$ cat src/rtl/mtcsr_pkg.sv
package mtcsr_pkg;
   // field positions decoded by neighbouring logic
   localparam int F_SUP_IE    = 1;
   localparam int F_MCH_IE    = 3;
   localparam int F_SUP_PIE   = 5;
   localparam int F_MCH_PIE   = 7;
   localparam int F_SUP_PP    = 8;
   localparam int F_MCH_PP    = 11;
   localparam int F_FPU_ST    = 13;
   localparam int F_EXT_ST    = 15;
   localparam int F_MOD_PRIV  = 17;
   localparam int F_USR_MEM   = 18;
   localparam int F_EXEC_RD   = 19;
   localparam int F_TRAP_VM   = 20;
   localparam int F_TIME_WAIT = 21;
   localparam int F_TRAP_SRET = 22;

   localparam logic [63:0] STAT_WMASK =
      (64'd1 << F_SUP_IE) | (64'd1 << F_MCH_IE) | (64'd1 << F_SUP_PIE) |
      (64'd1 << F_MCH_PIE) | (64'd1 << F_SUP_PP) | (64'd3 << F_MCH_PP) |
      (64'd3 << F_FPU_ST) | (64'd1 << F_MOD_PRIV) | (64'd1 << F_USR_MEM) |
      (64'd1 << F_EXEC_RD) | (64'd1 << F_TRAP_VM) | (64'd1 << F_TIME_WAIT) |
      (64'd1 << F_TRAP_SRET);
   // supervisor window, the summary bit is added per width
   localparam logic [63:0] STAT_SVIEW = 64'h0000_0000_000D_E133;
   localparam logic [63:0] STAT_FLUSH =
      (64'd1 << F_EXEC_RD) | (64'd3 << F_MCH_PP) | (64'd1 << F_MOD_PRIV) |
      (64'd1 << F_USR_MEM);
   localparam logic [63:0] STAT_RESET = 64'd3 << F_MCH_PP;

   localparam logic [63:0] INT_DELEGABLE = 64'h222;
   localparam logic [63:0] INT_ALL       = 64'hAAA;
   localparam logic [63:0] EXC_DELEGABLE = 64'hBFFF;
endpackage

$ cat src/rtl/mtcsr_mreg.sv
module mtcsr_mreg #(
   parameter int XLEN = 32,
   parameter logic [XLEN-1:0] MASK = '1
) (
   input  logic            clk,
   input  logic            rst,
   input  logic            we,
   input  logic [XLEN-1:0] wd,
   output logic [XLEN-1:0] q_o
);
   logic [XLEN-1:0] q;

   always_ff @(posedge clk) begin
      if (rst)     q <= '0;
      else if (we) q <= wd & MASK;
   end
   assign q_o = q;

   AST_MREG_HOLD: assert property (@(posedge clk) disable iff (rst)
      !we |=> $stable(q_o));
endmodule

$ cat src/rtl/mtcsr_tvec.sv
module mtcsr_tvec #(
   parameter int XLEN = 32
) (
   input  logic            clk,
   input  logic            rst,
   input  logic            we,
   input  logic [XLEN-1:0] wd,
   output logic [XLEN-1:0] vec_o
);
   logic [XLEN-1:0] q;
   logic            mode_ok;

   // modes 0 and 1 only; reserved modes drop the whole write
   assign mode_ok = (wd[1] == 1'b0);

   always_ff @(posedge clk) begin
      if (rst)                q <= '0;
      else if (we && mode_ok) q <= wd;
   end
   assign vec_o = q;

   AST_TVEC_MODE_LEGAL: assert property (@(posedge clk) disable iff (rst)
      vec_o[1] == 1'b0);
   AST_TVEC_DROP: assert property (@(posedge clk) disable iff (rst)
      (we && wd[1]) |=> $stable(vec_o));
endmodule

$ cat src/rtl/mtcsr_status.sv
module mtcsr_status
   import mtcsr_pkg::*;
#(
   parameter int XLEN = 32
) (
   input  logic            clk,
   input  logic            rst,
   input  logic            we_m,
   input  logic            we_s,
   input  logic [XLEN-1:0] wd,
   output logic [XLEN-1:0] stat_o,
   output logic [XLEN-1:0] sview_o,
   output logic            flush_o
);
   localparam int              SD_POS = XLEN - 1;
   localparam logic [XLEN-1:0] SD_BIT = {1'b1, {(XLEN-1){1'b0}}};
   localparam logic [XLEN-1:0] WMASK  = XLEN'(STAT_WMASK);
   localparam logic [XLEN-1:0] SMASK  = XLEN'(STAT_SVIEW) | SD_BIT;
   localparam logic [XLEN-1:0] FMASK  = XLEN'(STAT_FLUSH);
   localparam logic [XLEN-1:0] RVAL   = XLEN'(STAT_RESET);

   logic [XLEN-1:0] st_q, st_n, src;
   logic            we, dirty, flush_q, flush_d;

   assign we    = we_m | we_s;
   // summary bit is derived from the stored state fields
   assign dirty = (st_q[F_FPU_ST +: 2] == 2'b11) || (st_q[F_EXT_ST +: 2] == 2'b11);
   assign stat_o  = st_q | (dirty ? SD_BIT : '0);
   assign sview_o = stat_o & SMASK;

   always_comb begin
      src     = we_s ? ((stat_o & ~SMASK) | (wd & SMASK)) : wd;
      st_n    = (st_q & ~WMASK) | (src & WMASK);
      flush_d = we && (((st_n ^ st_q) & FMASK) != '0);
   end

   always_ff @(posedge clk) begin
      if (rst) begin
         st_q    <= RVAL;
         flush_q <= 1'b0;
      end else begin
         flush_q <= flush_d;
         if (we) st_q <= st_n;
      end
   end
   assign flush_o = flush_q;

   AST_SD_FROM_FS: assert property (@(posedge clk) disable iff (rst)
      (we_m && wd[F_FPU_ST +: 2] == 2'b11) |=> stat_o[SD_POS]);
   AST_RO_BITS_HOLD: assert property (@(posedge clk) disable iff (rst)
      we |=> ((stat_o & ~WMASK & ~SD_BIT) == ($past(stat_o) & ~WMASK & ~SD_BIT)));
   AST_FLUSH_CAUSE: assert property (@(posedge clk) disable iff (rst)
      flush_o |-> $past(we));
endmodule

$ cat src/rtl/mtcsr_irq.sv
module mtcsr_irq
   import mtcsr_pkg::*;
#(
   parameter int XLEN = 32
) (
   input  logic            clk,
   input  logic            rst,
   input  logic            we_ien_m,
   input  logic            we_ien_s,
   input  logic            we_ip_m,
   input  logic            we_ip_s,
   input  logic            we_deleg,
   input  logic [XLEN-1:0] wd,
   input  logic [XLEN-1:0] wmask,
   input  logic [XLEN-1:0] hw_pend,
   input  logic [XLEN-1:0] hw_claim,
   output logic [XLEN-1:0] ien_o,
   output logic [XLEN-1:0] sien_o,
   output logic [XLEN-1:0] ip_o,
   output logic [XLEN-1:0] sip_o,
   output logic [XLEN-1:0] deleg_o
);
   localparam logic [XLEN-1:0] DMASK = XLEN'(INT_DELEGABLE);
   localparam logic [XLEN-1:0] AMASK = XLEN'(INT_ALL);

   logic [XLEN-1:0] ien_q, ip_q, ien_src, sw_m, ip_sw, hw_m;

   mtcsr_mreg #(.XLEN(XLEN), .MASK(DMASK)) u_deleg (
      .clk(clk), .rst(rst), .we(we_deleg), .wd(wd), .q_o(deleg_o));

   always_comb begin
      ien_src = we_ien_s ? ((ien_q & ~deleg_o) | (wd & deleg_o)) : wd;
      sw_m    = (we_ip_m ? wmask : (we_ip_s ? (wmask & deleg_o) : '0))
                & DMASK & ~hw_claim;
      ip_sw   = (ip_q & ~sw_m) | (wd & sw_m);
      hw_m    = hw_claim & AMASK;
   end

   always_ff @(posedge clk) begin
      if (rst) begin
         ien_q <= '0;
         ip_q  <= '0;
      end else begin
         if (we_ien_m || we_ien_s) ien_q <= ien_src & AMASK;
         ip_q <= (ip_sw & ~hw_m) | (hw_pend & hw_m);
      end
   end

   assign ien_o  = ien_q;
   assign sien_o = ien_q & deleg_o;
   assign ip_o   = ip_q;
   assign sip_o  = ip_q & deleg_o;

   AST_IEN_LEGAL: assert property (@(posedge clk) disable iff (rst)
      (ien_o & ~AMASK) == '0);
   AST_SIE_KEEPS_UNDELEG: assert property (@(posedge clk) disable iff (rst)
      we_ien_s |=> ((ien_o & ~$past(deleg_o)) == ($past(ien_o) & ~$past(deleg_o))));
   AST_CLAIM_FOLLOWS: assert property (@(posedge clk) disable iff (rst)
      1'b1 |=> ((ip_o & $past(hw_claim) & AMASK) == ($past(hw_pend) & $past(hw_claim) & AMASK)));
endmodule

$ cat src/rtl/mtrap_csr_file.sv
module mtrap_csr_file
   import mtcsr_pkg::*;
#(
   parameter int XLEN = 32
) (
   input  logic            clk,
   input  logic            rst,
   input  logic [XLEN-1:0] wr_data,
   input  logic [XLEN-1:0] wr_mask,
   input  logic            we_stat_m,
   input  logic            we_stat_s,
   input  logic            we_ien_m,
   input  logic            we_ien_s,
   input  logic            we_ipend_m,
   input  logic            we_ipend_s,
   input  logic            we_ideleg,
   input  logic            we_edeleg,
   input  logic            we_tvec_m,
   input  logic            we_tvec_s,
   input  logic [XLEN-1:0] hw_pend,
   input  logic [XLEN-1:0] hw_claim,
   output logic [XLEN-1:0] rd_stat_m,
   output logic [XLEN-1:0] rd_stat_s,
   output logic [XLEN-1:0] rd_ien_m,
   output logic [XLEN-1:0] rd_ien_s,
   output logic [XLEN-1:0] rd_ipend_m,
   output logic [XLEN-1:0] rd_ipend_s,
   output logic [XLEN-1:0] rd_ideleg,
   output logic [XLEN-1:0] rd_edeleg,
   output logic [XLEN-1:0] rd_tvec_m,
   output logic [XLEN-1:0] rd_tvec_s,
   output logic            flush_req
);
   localparam int NVEC = 2;

   generate
      if (XLEN != 32 && XLEN != 64) begin : g_bad_xlen
         $error("mtrap_csr_file: XLEN must be 32 or 64");
      end
   endgenerate

   logic [NVEC-1:0]           tv_we;
   logic [NVEC-1:0][XLEN-1:0] tv_q;

   mtcsr_status #(.XLEN(XLEN)) u_status (
      .clk(clk), .rst(rst), .we_m(we_stat_m), .we_s(we_stat_s), .wd(wr_data),
      .stat_o(rd_stat_m), .sview_o(rd_stat_s), .flush_o(flush_req));

   mtcsr_irq #(.XLEN(XLEN)) u_irq (
      .clk(clk), .rst(rst), .we_ien_m(we_ien_m), .we_ien_s(we_ien_s),
      .we_ip_m(we_ipend_m), .we_ip_s(we_ipend_s), .we_deleg(we_ideleg),
      .wd(wr_data), .wmask(wr_mask), .hw_pend(hw_pend), .hw_claim(hw_claim),
      .ien_o(rd_ien_m), .sien_o(rd_ien_s), .ip_o(rd_ipend_m), .sip_o(rd_ipend_s),
      .deleg_o(rd_ideleg));

   mtcsr_mreg #(.XLEN(XLEN), .MASK(XLEN'(EXC_DELEGABLE))) u_edeleg (
      .clk(clk), .rst(rst), .we(we_edeleg), .wd(wr_data), .q_o(rd_edeleg));

   // index 0 is the machine vector, index 1 the supervisor vector
   assign tv_we = {we_tvec_s, we_tvec_m};

   generate
      for (genvar g = 0; g < NVEC; g++) begin : g_tvec
         mtcsr_tvec #(.XLEN(XLEN)) u_tvec (
            .clk(clk), .rst(rst), .we(tv_we[g]), .wd(wr_data), .vec_o(tv_q[g]));
      end
   endgenerate

   assign rd_tvec_m = tv_q[0];
   assign rd_tvec_s = tv_q[1];
endmodule

$ cat config.mk
export PLATFORM = sky130hd
export DESIGN_NAME = mtrap_csr_file
export DESIGN_NICKNAME = d
export VERILOG_FILES = /design/src/rtl/mtcsr_pkg.sv /design/src/rtl/mtcsr_mreg.sv /design/src/rtl/mtcsr_tvec.sv /design/src/rtl/mtcsr_status.sv /design/src/rtl/mtcsr_irq.sv /design/src/rtl/mtrap_csr_file.sv
export SDC_FILE = /design/constraint.sdc
export NUM_CORES = 1
export LEC_CHECK = 0
export BUFFER_PORTS_ARGS = -buffer_cell sky130_fd_sc_hd__buf_4
export CORE_AREA = 2 2 178 180
export CTS_BUF_LIST = sky130_fd_sc_hd__clkbuf_4 sky130_fd_sc_hd__clkbuf_8 sky130_fd_sc_hd__clkbuf_16
export DETAILED_ROUTE_END_ITERATION = 10
export DIE_AREA = 0 0 180 182
export HOLD_SLACK_MARGIN = 0.15
export PLACE_DENSITY_LB_ADDON = 0.12
export SYNTH_ARGS = -nofsm -noshare
export SYNTH_HDL_FRONTEND = slang
export SYNTH_SLANG_ARGS = --single-unit
$ cat constraint.sdc
create_clock -name clk -period 1.1 [get_ports clk]
set_input_delay 0.165 -clock clk [delete_from_list [all_inputs] [get_ports clk]]
set_output_delay 0.165 -clock clk [all_outputs]
set_load 0.02 [all_outputs]
==> results of run 1 <==
[worst register-to-register path, stage by stage (launching register included)]
cell	delay (ns)
dfxtp_4	0.39
buf_6	0.10
a21oi_1	0.06
o21ba_2	0.22
a221oi_2	0.22
[power breakdown]
group | switching, mW | leakage, nW | internal, mW
clock | 1.71 | 0.153 | 1.84
sequential | 0.128 | 0.907 | 4.19
combinational | 1.52 | 2.65 | 0.849
[cells in the final DEF (no fill, tap or decap), types with 2 or more instances in the layout]
| cell type | instances |
|---|---|
| o21ai_0 | 8 |
| nor2b_4 | 2 |
| nand2b_4 | 2 |
| a21oi_1 | 76 |
| xor2_1 | 2 |
| conb_1 | 196 |
| buf_4 | 188 |
| nor2_1 | 28 |
| dfxtp_1 | 98 |
| nor3b_2 | 2 |
| o21ba_2 | 3 |
| and2_4 | 6 |
| buf_12 | 8 |
| dfxtp_2 | 9 |
| nand3b_1 | 2 |
| inv_1 | 6 |
| buf_6 | 19 |
| nand2b_1 | 2 |
| dfxtp_4 | 3 |
| clkbuf_16 | 9 |
| inv_6 | 2 |
| clkinv_4 | 2 |
| a221oi_2 | 3 |
| nand2_1 | 150 |
| xnor2_2 | 2 |
| mux2i_1 | 29 |
| dlygate4sd3_1 | 42 |
[per-stage QoR]
step           std cells  cell area [um2]
2_1_floorplan        876             6390
3_3_place_gp        1250             6820
3_5_place_dp        1250             6820
4_1_cts             1314             7700
5_1_grt             1316             7770
6_report            1316             7770
[metal layers]
layer  global-route usage (%)  part of all wire, %
met1                     12.4                   41
met2                     17.6                   49
met3                     3.99                  9.3
met4                     2.44                 0.80
met5                        0                    0
[what timing repair did]
action                     4_1_cts  5_1_grt
buffers inserted                 6        2
gates cloned                     0        0
pin swaps                        3        2
setup endpoints to repair       17       25
resized for setup               33       17
hold endpoints to repair        95        0
hold buffers                    43        0
[logic make-up after synthesis]
group	after synthesis
xor gates and xnor gates	5
buffers and inverters	242
AOI/OAI and AO/OA	96
other	1
muxes	30
and+or+nand+nor	197
DFF	110
[worst min-delay path by stage]
stage          slack [ns]   startpoint             to
2_1_floorplan        0.25  hw_claim[1]  u_irq.ip_o[1]
3_3_place_gp         0.36  hw_claim[1]  u_irq.ip_o[1]
3_5_place_dp         0.36  hw_claim[1]  u_irq.ip_o[1]
4_1_cts              0.16   wr_mask[9]  u_irq.ip_o[9]
5_1_grt              0.18   we_ipend_m  u_irq.ip_o[9]
6_report             0.16   wr_mask[9]  u_irq.ip_o[9]
[state kept, by name, summed over array words and instances, names as in the netlist]
signal               flops
u_status.st_q           15
u_edeleg.q_o            15
u_status.flush_o         1
u_irq.ip_o               6
u_irq.u_deleg.q_o        3
u_irq.ien_o              6
g_tvec.u_tvec.vec_o     64
[area by class of cell]
cell class / count / area [um2] / area share (%)
Tap cell: 402 / 503 / 6.47
Timing Repair Buffer: 258 / 2220 / 28.5
Inverter: 6 / 22.5 / 0.290
Clock buffer: 10 / 233 / 2.99
Sequential cell: 110 / 2220 / 28.6
Multi-Input combinational cell: 524 / 2490 / 32.1
Clock inverter: 6 / 76.3 / 0.982
==> results.sh, run 1 <==
export IMPL_power_density_nw_per_um2=1320
export IMPL_hold_slack_ns=0.159
export IMPL_r2r_slack_ns=0.04
export IMPL_final_layout_size_suffix_gt1_share_pct=29.3
export IMPL_violations="negative setup slack"
export IMPL_crit_required_ns=0.94
export IMPL_synth_most_common_cell="buf_4"
export IMPL_grt_pass1_wl_mm=25.8
export IMPL_syn_inst=681
export IMPL_fin_util_pct=25.1
export IMPL_synth_top_cell_by_area="dfxtp_1"
export IMPL_ff2ff_path_depth=4
export IMPL_setup_viol=12
export IMPL_synth_xor_area_share_pct=0.775
export IMPL_clock_tree_buffer_depth=2
export IMPL_synth_simple_gate_area_share_pct=14.5
export IMPL_wl_per_cell_um=13.4
export IMPL_clkSinkCount=110
export IMPL_num_antenna_cells=0
export IMPL_worst_path_buf_inv=2
export IMPL_worst_path_max_fanout=4
export IMPL_crit_path_start="u_irq.u_deleg.q_o[9]"
export IMPL_fin_skew_ns=0.0142
export IMPL_hold_depth=4
export IMPL_grt_setup_unrepaired="true"
export IMPL_cp_arrival_ns=1.09
export IMPL_grt_pass1_vias=4130
export IMPL_ant_nets=0
export IMPL_worstSkewPairLatency_ns=0.36
export IMPL_port_buffers=183
export IMPL_pre_cts_ws_ns=0.00255
export IMPL_crit_family="flip-flops"
export IMPL_numCtsBuffers=9
export IMPL_tns_ns=-0.721
export IMPL_syn_area_per_cell_um2=8.30
export IMPL_dieArea_um2=32800
export IMPL_core_um2=31000
export IMPL_ioPinCount=461
export IMPL_worst_r2r_endpoint="u_irq.ip_o[5]"
export IMPL_muxShareOfSynthArea_pct=5.31
export IMPL_num_fill_cells=3434
export IMPL_synth_compound_area_share_pct=9.16
export IMPL_worst_slack_ns=-0.151
export IMPL_layout_nets=1049
export IMPL_synth_top_family_by_area="buffers and inverters"
export IMPL_synth_top_area_share_pct=39.0
export IMPL_ys_async_sr_fraction_pct=0
export IMPL_power_mw=10.2
export IMPL_first_pass_iters=5
export IMPL_slowest_delay_ns=0.37
export IMPL_ys_seq_area_share_pct=39.0
export IMPL_hold_class="in -> reg"
export IMPL_r2r_start="u_irq.u_deleg.q_o[5]"
export IMPL_synthTopCellsByArea="dfxtp_1 (39%), buf_4 (28%), nand2_1 (10%)"
export IMPL_leakage_nw=3.71
export IMPL_cts_root_buf="clkbuf_16"
export IMPL_fp_dieW_um=180
export IMPL_finalHoldViolations=0
export IMPL_dp_hpwl_mm=13.1
export IMPL_grt_use_total_pct=10.4
export IMPL_clk_pin_slew_ns=0.09
export IMPL_path_depth=3
export IMPL_start_util_pct=18.2
export IMPL_cp_slowest_cell="dfxtp_4"
export IMPL_grt_start_max_net_pins=30
export IMPL_max_cap_viol_count=0
export IMPL_vias=4488
export IMPL_synth_fa_ha_area_share_pct=0
export IMPL_fin_crit_sh_pct=114
export IMPL_critPathKind="reg -> out"
export IMPL_endpoint="rd_ipend_s[9]"
export IMPL_startpoint_type="flip-flop"
export IMPL_critPathCaptureType="primary output"
export IMPL_cts_tree="yes"
export IMPL_synth_edf_count=0
export IMPL_peakVddDrop_mv=0.790
export IMPL_ys_top_cells_by_count="buf_4 (211), nand2_1 (150), dfxtp_1 (110)"
export IMPL_path_cells="buf_6 > and2_4 > buf_6"
export IMPL_gp_congestion=0.645
export IMPL_yosysWarnings=0
export IMPL_synth_area_um2=5650
export IMPL_cp_common_cell="buf_6"
export IMPL_routed_wl_mm=17.6
export IMPL_die_h_um=182
export IMPL_htreeDepth=3
export IMPL_antenna_found_initial=0
export IMPL_area_growth_pct=37.5
export IMPL_overflow=0
export IMPL_ys_types=27
export IMPL_max_clock_freq_mhz=799
export IMPL_status="finished with violations"
export IMPL_ys_ff_latch=110
export IMPL_synth_top_flop_cell="dfxtp_1"
export IMPL_drtIter0Drc=146
export IMPL_min_period_ns=1.25
export IMPL_finalMaxSlewViolations=0
export IMPL_viasPerCell=3.41
export IMPL_num_rows=65
export IMPL_drc_errors=0
(Power assumes the default switching activity.)
==> inputs of run 2 (changes only) <==
- RECOVER_POWER: unset -> 50
- REMOVE_ABC_BUFFERS: unset -> 1
==> run 2 against run 1 <==
The flow still finishes with violations (negative setup slack). Global-route usage grew 0.11 points. Clock-buffer cell count is 1 higher. Maximum frequency rose by 3.3%. Largest cell class unchanged. Die area unchanged. Largest power group unchanged. Critical path type unchanged.
==> results.sh, run 2 (synthesis gave the netlist of run 1 again) <==
export IMPL_status="finished with violations"
export IMPL_violations="negative setup slack"
export IMPL_overflow=0
export IMPL_finalMaxSlewViolations=0
export IMPL_grt_pass1_wl_mm=26.0
export IMPL_fin_util_pct=24.7
export IMPL_grt_setup_unrepaired="true"
export IMPL_clk_pin_slew_ns=0.08
export IMPL_area_growth_pct=35.5
export IMPL_multi_input_area_um2=2470
export IMPL_leakage_nw=3.61
export IMPL_worst_slack_ns=-0.111
export IMPL_hold_class="in -> reg"
export IMPL_seqCellArea_um2=2230
export IMPL_startpoint_type="flip-flop"
export IMPL_ant_nets=0
export IMPL_dieArea_um2=32800
export IMPL_wl_per_cell_um=13.6
export IMPL_drtIter0Drc=164
export IMPL_largest_reg_flops=64
export IMPL_power_switching_mw=3.29
export IMPL_swShare_pct=33.2
export IMPL_max_cap_viol_count=0
export IMPL_pre_cts_ws_ns=0.0250
export IMPL_critPathKind="reg -> out"
export IMPL_num_rows=65
export IMPL_clock_tree_buffer_depth=2
export IMPL_clkSinkCount=110
export IMPL_seq_power_share_pct=43.4
export IMPL_routed_wl_mm=17.8
export IMPL_drc_errors=0
export IMPL_die_h_um=182
export IMPL_fin_area_um2=7660
export IMPL_met3_usage_pct=2.71
export IMPL_final_layout_size_suffix_gt1_share_pct=27.5
export IMPL_placed_cell_area_um2=6870
export IMPL_fin_crit_sh_pct=110
export IMPL_grt_use_total_pct=10.5
export IMPL_cp_arrival_ns=1.05
export IMPL_worst_path_max_fanout=4
export IMPL_grt_busiest_layer="met2"
export IMPL_cts_tree="yes"
export IMPL_layout_nets=1048
export IMPL_gp_congestion=0.670
export IMPL_start_util_pct=18.2
export IMPL_tns_ns=-0.585
export IMPL_cts_root_buf="clkbuf_16"
export IMPL_grt_met2_usage_pct=19.0
export IMPL_worstSkewPairLatency_ns=0.35
export IMPL_hold_slack_ns=0.170
export IMPL_dp_hpwl_mm=12.6
export IMPL_setup_viol=12
export IMPL_port_buffers=183
export IMPL_grt_pass1_vias=4177
export IMPL_core_um2=31000
export IMPL_min_period_ns=1.21
export IMPL_p_int_mw=6.63
export IMPL_vias=4509
export IMPL_peakVddDrop_mv=0.811
export IMPL_critPathCaptureType="primary output"
export IMPL_htreeDepth=3
export IMPL_first_pass_iters=4
export IMPL_finalHoldViolations=0
export IMPL_num_antenna_cells=0
export IMPL_stdcell_count=1315
export IMPL_power_density_nw_per_um2=1300
export IMPL_fin_skew_ns=0.00834
export IMPL_place_inst=1250
export IMPL_numCtsBuffers=9
export IMPL_grt_start_max_net_pins=58
export IMPL_antenna_found_initial=0
export IMPL_viasPerCell=3.43
export IMPL_ioPinCount=461
export IMPL_power_mw=9.92
export IMPL_fp_dieW_um=180
export IMPL_grt_util_met1_pct=12.3
export IMPL_num_fill_cells=3418
export IMPL_mostFrequentLayoutCells="conb_1 (196), buf_4 (152), nand2_1 (150)"
export IMPL_layout_commonest_cell="conb_1"
export IMPL_slew_headroom_pct=58.2
export IMPL_max_clock_freq_mhz=826
export IMPL_tightest_slew_ns=0.626
export IMPL_clockPowerShare_pct=33.0
export IMPL_crit_required_ns=0.94
export IMPL_pwr_share_comb_pct=23.6
run 2: changes by cell type in the layout (fill, tap and decap cells not counted), sizes merged:
cell          previous run  this run
buf                    215       184
bufinv                   1         0
clkbuf                  10        41
clkinvlp                 0         2
dlygate4sd3             42        43
dlymetal6s4s             1         0
inv                      9         7
run 2: what timing repair did:
| item | in CTS | in global routing |
|---|---|---|
| endpoints found under the hold margin | 96 | 0 |
| pin swaps | 4 | 5 |
| endpoints found under the setup margin | 18 | 29 |
| hold buffers | 43 | 0 |
| setup buffers | 9 | 0 |
| gates resized for setup | 42 | 17 |
run 2: power by group through the flow:
stage | Sequential (mW) | Clock, mW | Combinational [mW]
4_1_cts | 4.32 | 3.48 | 2.41
6_report | 4.31 | 3.27 | 2.34
3_3_place_gp | 4.40 | 0 | 2.24
5_1_grt | 4.35 | 3.63 | 2.52
2_1_floorplan | 4.66 | 0 | 0.948
3_5_place_dp | 4.40 | 0 | 2.23
run 2: layout make-up:
class | count | share of cell area (%)
Inverter | 6 | 0.294
Clock buffer | 11 | 3.22
Tap cell | 402 | 6.57
Timing Repair Buffer | 257 | 28.1
Multi-Input combinational cell | 524 | 32.3
Clock inverter | 5 | 0.441
Sequential cell | 110 | 29.1
run 2: final timing paths:
check | cells after the start | endpoint | start | slack (ns)
min | 4 | u_irq.ip_o[1] | wr_mask[1] | 0.17
max reg2reg | 5 | u_irq.ien_o[9] | u_irq.u_deleg.q_o[9] | 0.01
max | 3 | rd_ipend_s[9] | u_irq.u_deleg.q_o[9] | -0.11
min reg2reg | 2 | g_tvec[1].u_tvec.vec_o[28] | g_tvec[1].u_tvec.vec_o[28] | 0.45
run 2: layer usage:
metal / wire [um] / part of all wire, %
met1: 7320 / 41
met2: 9260 / 52
met3: 1100 / 6.2
met4: 161 / 0.90
met5: 0 / 0
run 2: worst max-delay path, cell delays in order (launching register included):
cell and delay [ns]:
dfxtp_2 0.33, buf_6 0.11, and2_4 0.13, buf_6 0.12
==> inputs of run 3 (changes only) <==
- PLACE_DENSITY_LB_ADDON: 0.12 -> 0.1
==> run 3 against run 2 <==
First-iteration DRC count is 30% lower. Sequential cell count unchanged. Clock-buffer cell count did not move. The flow still finishes with violations (negative setup slack). Global-route usage about the same. Worst hold slack improved by 0.011 ns. Clock skew grew 0.0030 ns. Core utilization grew 0.21 points. Wire length down 0.58%. Critical path depth is the same. Combinational power is essentially flat.
==> results.sh, run 3 (synthesis gave the netlist of run 1 again) <==
export IMPL_drtIter0Drc=115
export IMPL_largest_reg_flops=64
export IMPL_cts_tree="yes"
export IMPL_num_rows=65
export IMPL_fin_crit_sh_pct=112
export IMPL_hold_class="in -> reg"
export IMPL_num_antenna_cells=0
export IMPL_routed_wl_mm=17.7
export IMPL_slew_headroom_pct=61.6
export IMPL_cts_root_buf="clkbuf_16"
export IMPL_peakVddDrop_mv=0.760
export IMPL_crit_path_start="u_irq.u_deleg.q_o[5]"
export IMPL_cp_slowest_cell="dfxtp_2"
export IMPL_r2r_start="u_status.st_q[12]"
export IMPL_grt_use_total_pct=10.5
export IMPL_path_depth=3
export IMPL_cp_arrival_ns=1.06
export IMPL_viasPerCell=3.40
export IMPL_numCtsBuffers=9
export IMPL_max_cap_viol_count=0
export IMPL_gp_congestion=0.671
export IMPL_die_h_um=182
export IMPL_num_fill_cells=3474
export IMPL_fp_dieW_um=180
export IMPL_min_period_ns=1.23
export IMPL_cp_common_cell="buf_6"
export IMPL_ff2ff_path_depth=3
export IMPL_worst_r2r_endpoint="u_status.flush_o"
export IMPL_multi_input_area_um2=2460
export IMPL_ant_nets=0
export IMPL_endpoint="rd_ien_s[5]"
export IMPL_violations="negative setup slack"
export IMPL_fin_skew_ns=0.0113
export IMPL_max_clock_freq_mhz=814
export IMPL_r2r_slack_ns=0.02
export IMPL_tns_ns=-0.875
export IMPL_status="finished with violations"
export IMPL_drc_errors=0
export IMPL_startpoint_type="flip-flop"
export IMPL_area_growth_pct=36.7
export IMPL_finalHoldViolations=0
export IMPL_worst_path_buf_inv=2
export IMPL_tightest_slew_ns=0.575
export IMPL_setup_viol=11
export IMPL_dieArea_um2=32800
export IMPL_overflow=0
export IMPL_worst_path_max_fanout=4
export IMPL_finalMaxSlewViolations=0
export IMPL_crit_family="flip-flops"
export IMPL_clock_tree_buffer_depth=2
export IMPL_grt_setup_unrepaired="true"
export IMPL_first_pass_iters=4
export IMPL_start_util_pct=18.2
export IMPL_ioPinCount=461
export IMPL_grt_pass1_wl_mm=26.2
export IMPL_worst_slack_ns=-0.129
export IMPL_leakage_nw=3.68
export IMPL_antenna_found_initial=1
export IMPL_grt_start_max_net_pins=37
export IMPL_power_mw=10.1
export IMPL_clk_pin_slew_ns=0.09
export IMPL_seqCellArea_um2=2220
export IMPL_core_um2=31000
export IMPL_worstSkewPairLatency_ns=0.36
export IMPL_critPathKind="reg -> out"
export IMPL_htreeDepth=3
export IMPL_path_cells="buf_6 > and2_4 > buf_6"
export IMPL_dp_hpwl_mm=12.9
export IMPL_layout_commonest_cell="conb_1"
export IMPL_vias=4513
export IMPL_grt_pass1_vias=4270
export IMPL_critPathCaptureType="primary output"
export IMPL_final_layout_size_suffix_gt1_share_pct=27.6
export IMPL_wl_per_cell_um=13.4
export IMPL_slowest_delay_ns=0.33
export IMPL_port_buffers=183
export IMPL_clkSinkCount=110
export IMPL_layout_nets=1061
export IMPL_mostFrequentLayoutCells="conb_1 (196), buf_4 (170), nand2_1 (150)"
export IMPL_power_density_nw_per_um2=1300
export IMPL_crit_required_ns=0.94
run 3: cell count changes in the layout (fill, tap and decap cells not counted), sizes merged:
cell          previous run  this run
dlygate4sd3             43        42
buf                    184       199
dlymetal6s2s             0         1
clkinvlp                 2         0
clkbuf                  41        39
inv                      7         9
run 3: layer usage:
layer | track usage, % | routed length (um)
met5 | 0 | 16
met4 | 3.06 | 236
met3 | 2.89 | 1220
met2 | 18.3 | 8800
met1 | 12.5 | 7470
run 3: timing repair:
| action | 4_1_cts | 5_1_grt |
|---|---|---|
| gates cloned | 0 | 0 |
| pin swaps | 3 | 3 |
| hold endpoints to repair | 93 | 0 |
| setup endpoints to repair | 19 | 22 |
| hold buffers | 42 | 0 |
| resized for setup | 43 | 8 |
| setup buffers | 11 | 4 |
run 3: worst min-delay path by stage:
stage	cells after the start	start	slack [ns]	endpoint
final	4	wr_data[12]	0.18	u_status.st_q[12]
after global routing	4	wr_mask[1]	0.19	u_irq.ip_o[1]
after CTS	4	wr_mask[1]	0.17	u_irq.ip_o[1]
after detailed placement	2	hw_claim[1]	0.36	u_irq.ip_o[1]
after global placement	2	hw_claim[1]	0.36	u_irq.ip_o[1]
after floorplan	1	rst	0.23	u_irq.ip_o[1]
run 3: layout make-up:
| class | count | area share (%) |
|---|---|---|
| Multi-Input combinational cell | 524 | 31.8 |
| Sequential cell | 110 | 28.7 |
| Timing Repair Buffer | 270 | 28.9 |
| Tap cell | 402 | 6.51 |
| Clock inverter | 5 | 0.518 |
| Clock buffer | 11 | 3.27 |
| Inverter | 6 | 0.291 |
run 3: power breakdown:
part / total (mW) / switching [mW] / internal, mW
clock network: 3.39 / 1.69 / 1.69
logic: 2.36 / 1.52 / 0.841
registers: 4.31 / 0.120 / 4.19
run 3: worst min-delay path, cell delays in order:
cell and delay [ns]:
buf_4 0.10, buf_4 0.12, nand2_1 0.05, nand3b_1 0.07
run 3: per-stage QoR:
step	utilization, %	area (um2)	setup WS (ns)	instances	hold WS (ns)
finish	24.9	7730	-0.129	1328	0.182
global route	24.9	7730	-0.164	1328	0.189
CTS	25.2	7820	-0.168	1325	0.165
detailed placement	22.3	6900	0.00919	1256	0.363
global placement	22.3	6900	0.0228	1256	0.361
floorplan	-	4640	-0.473	640	0.231
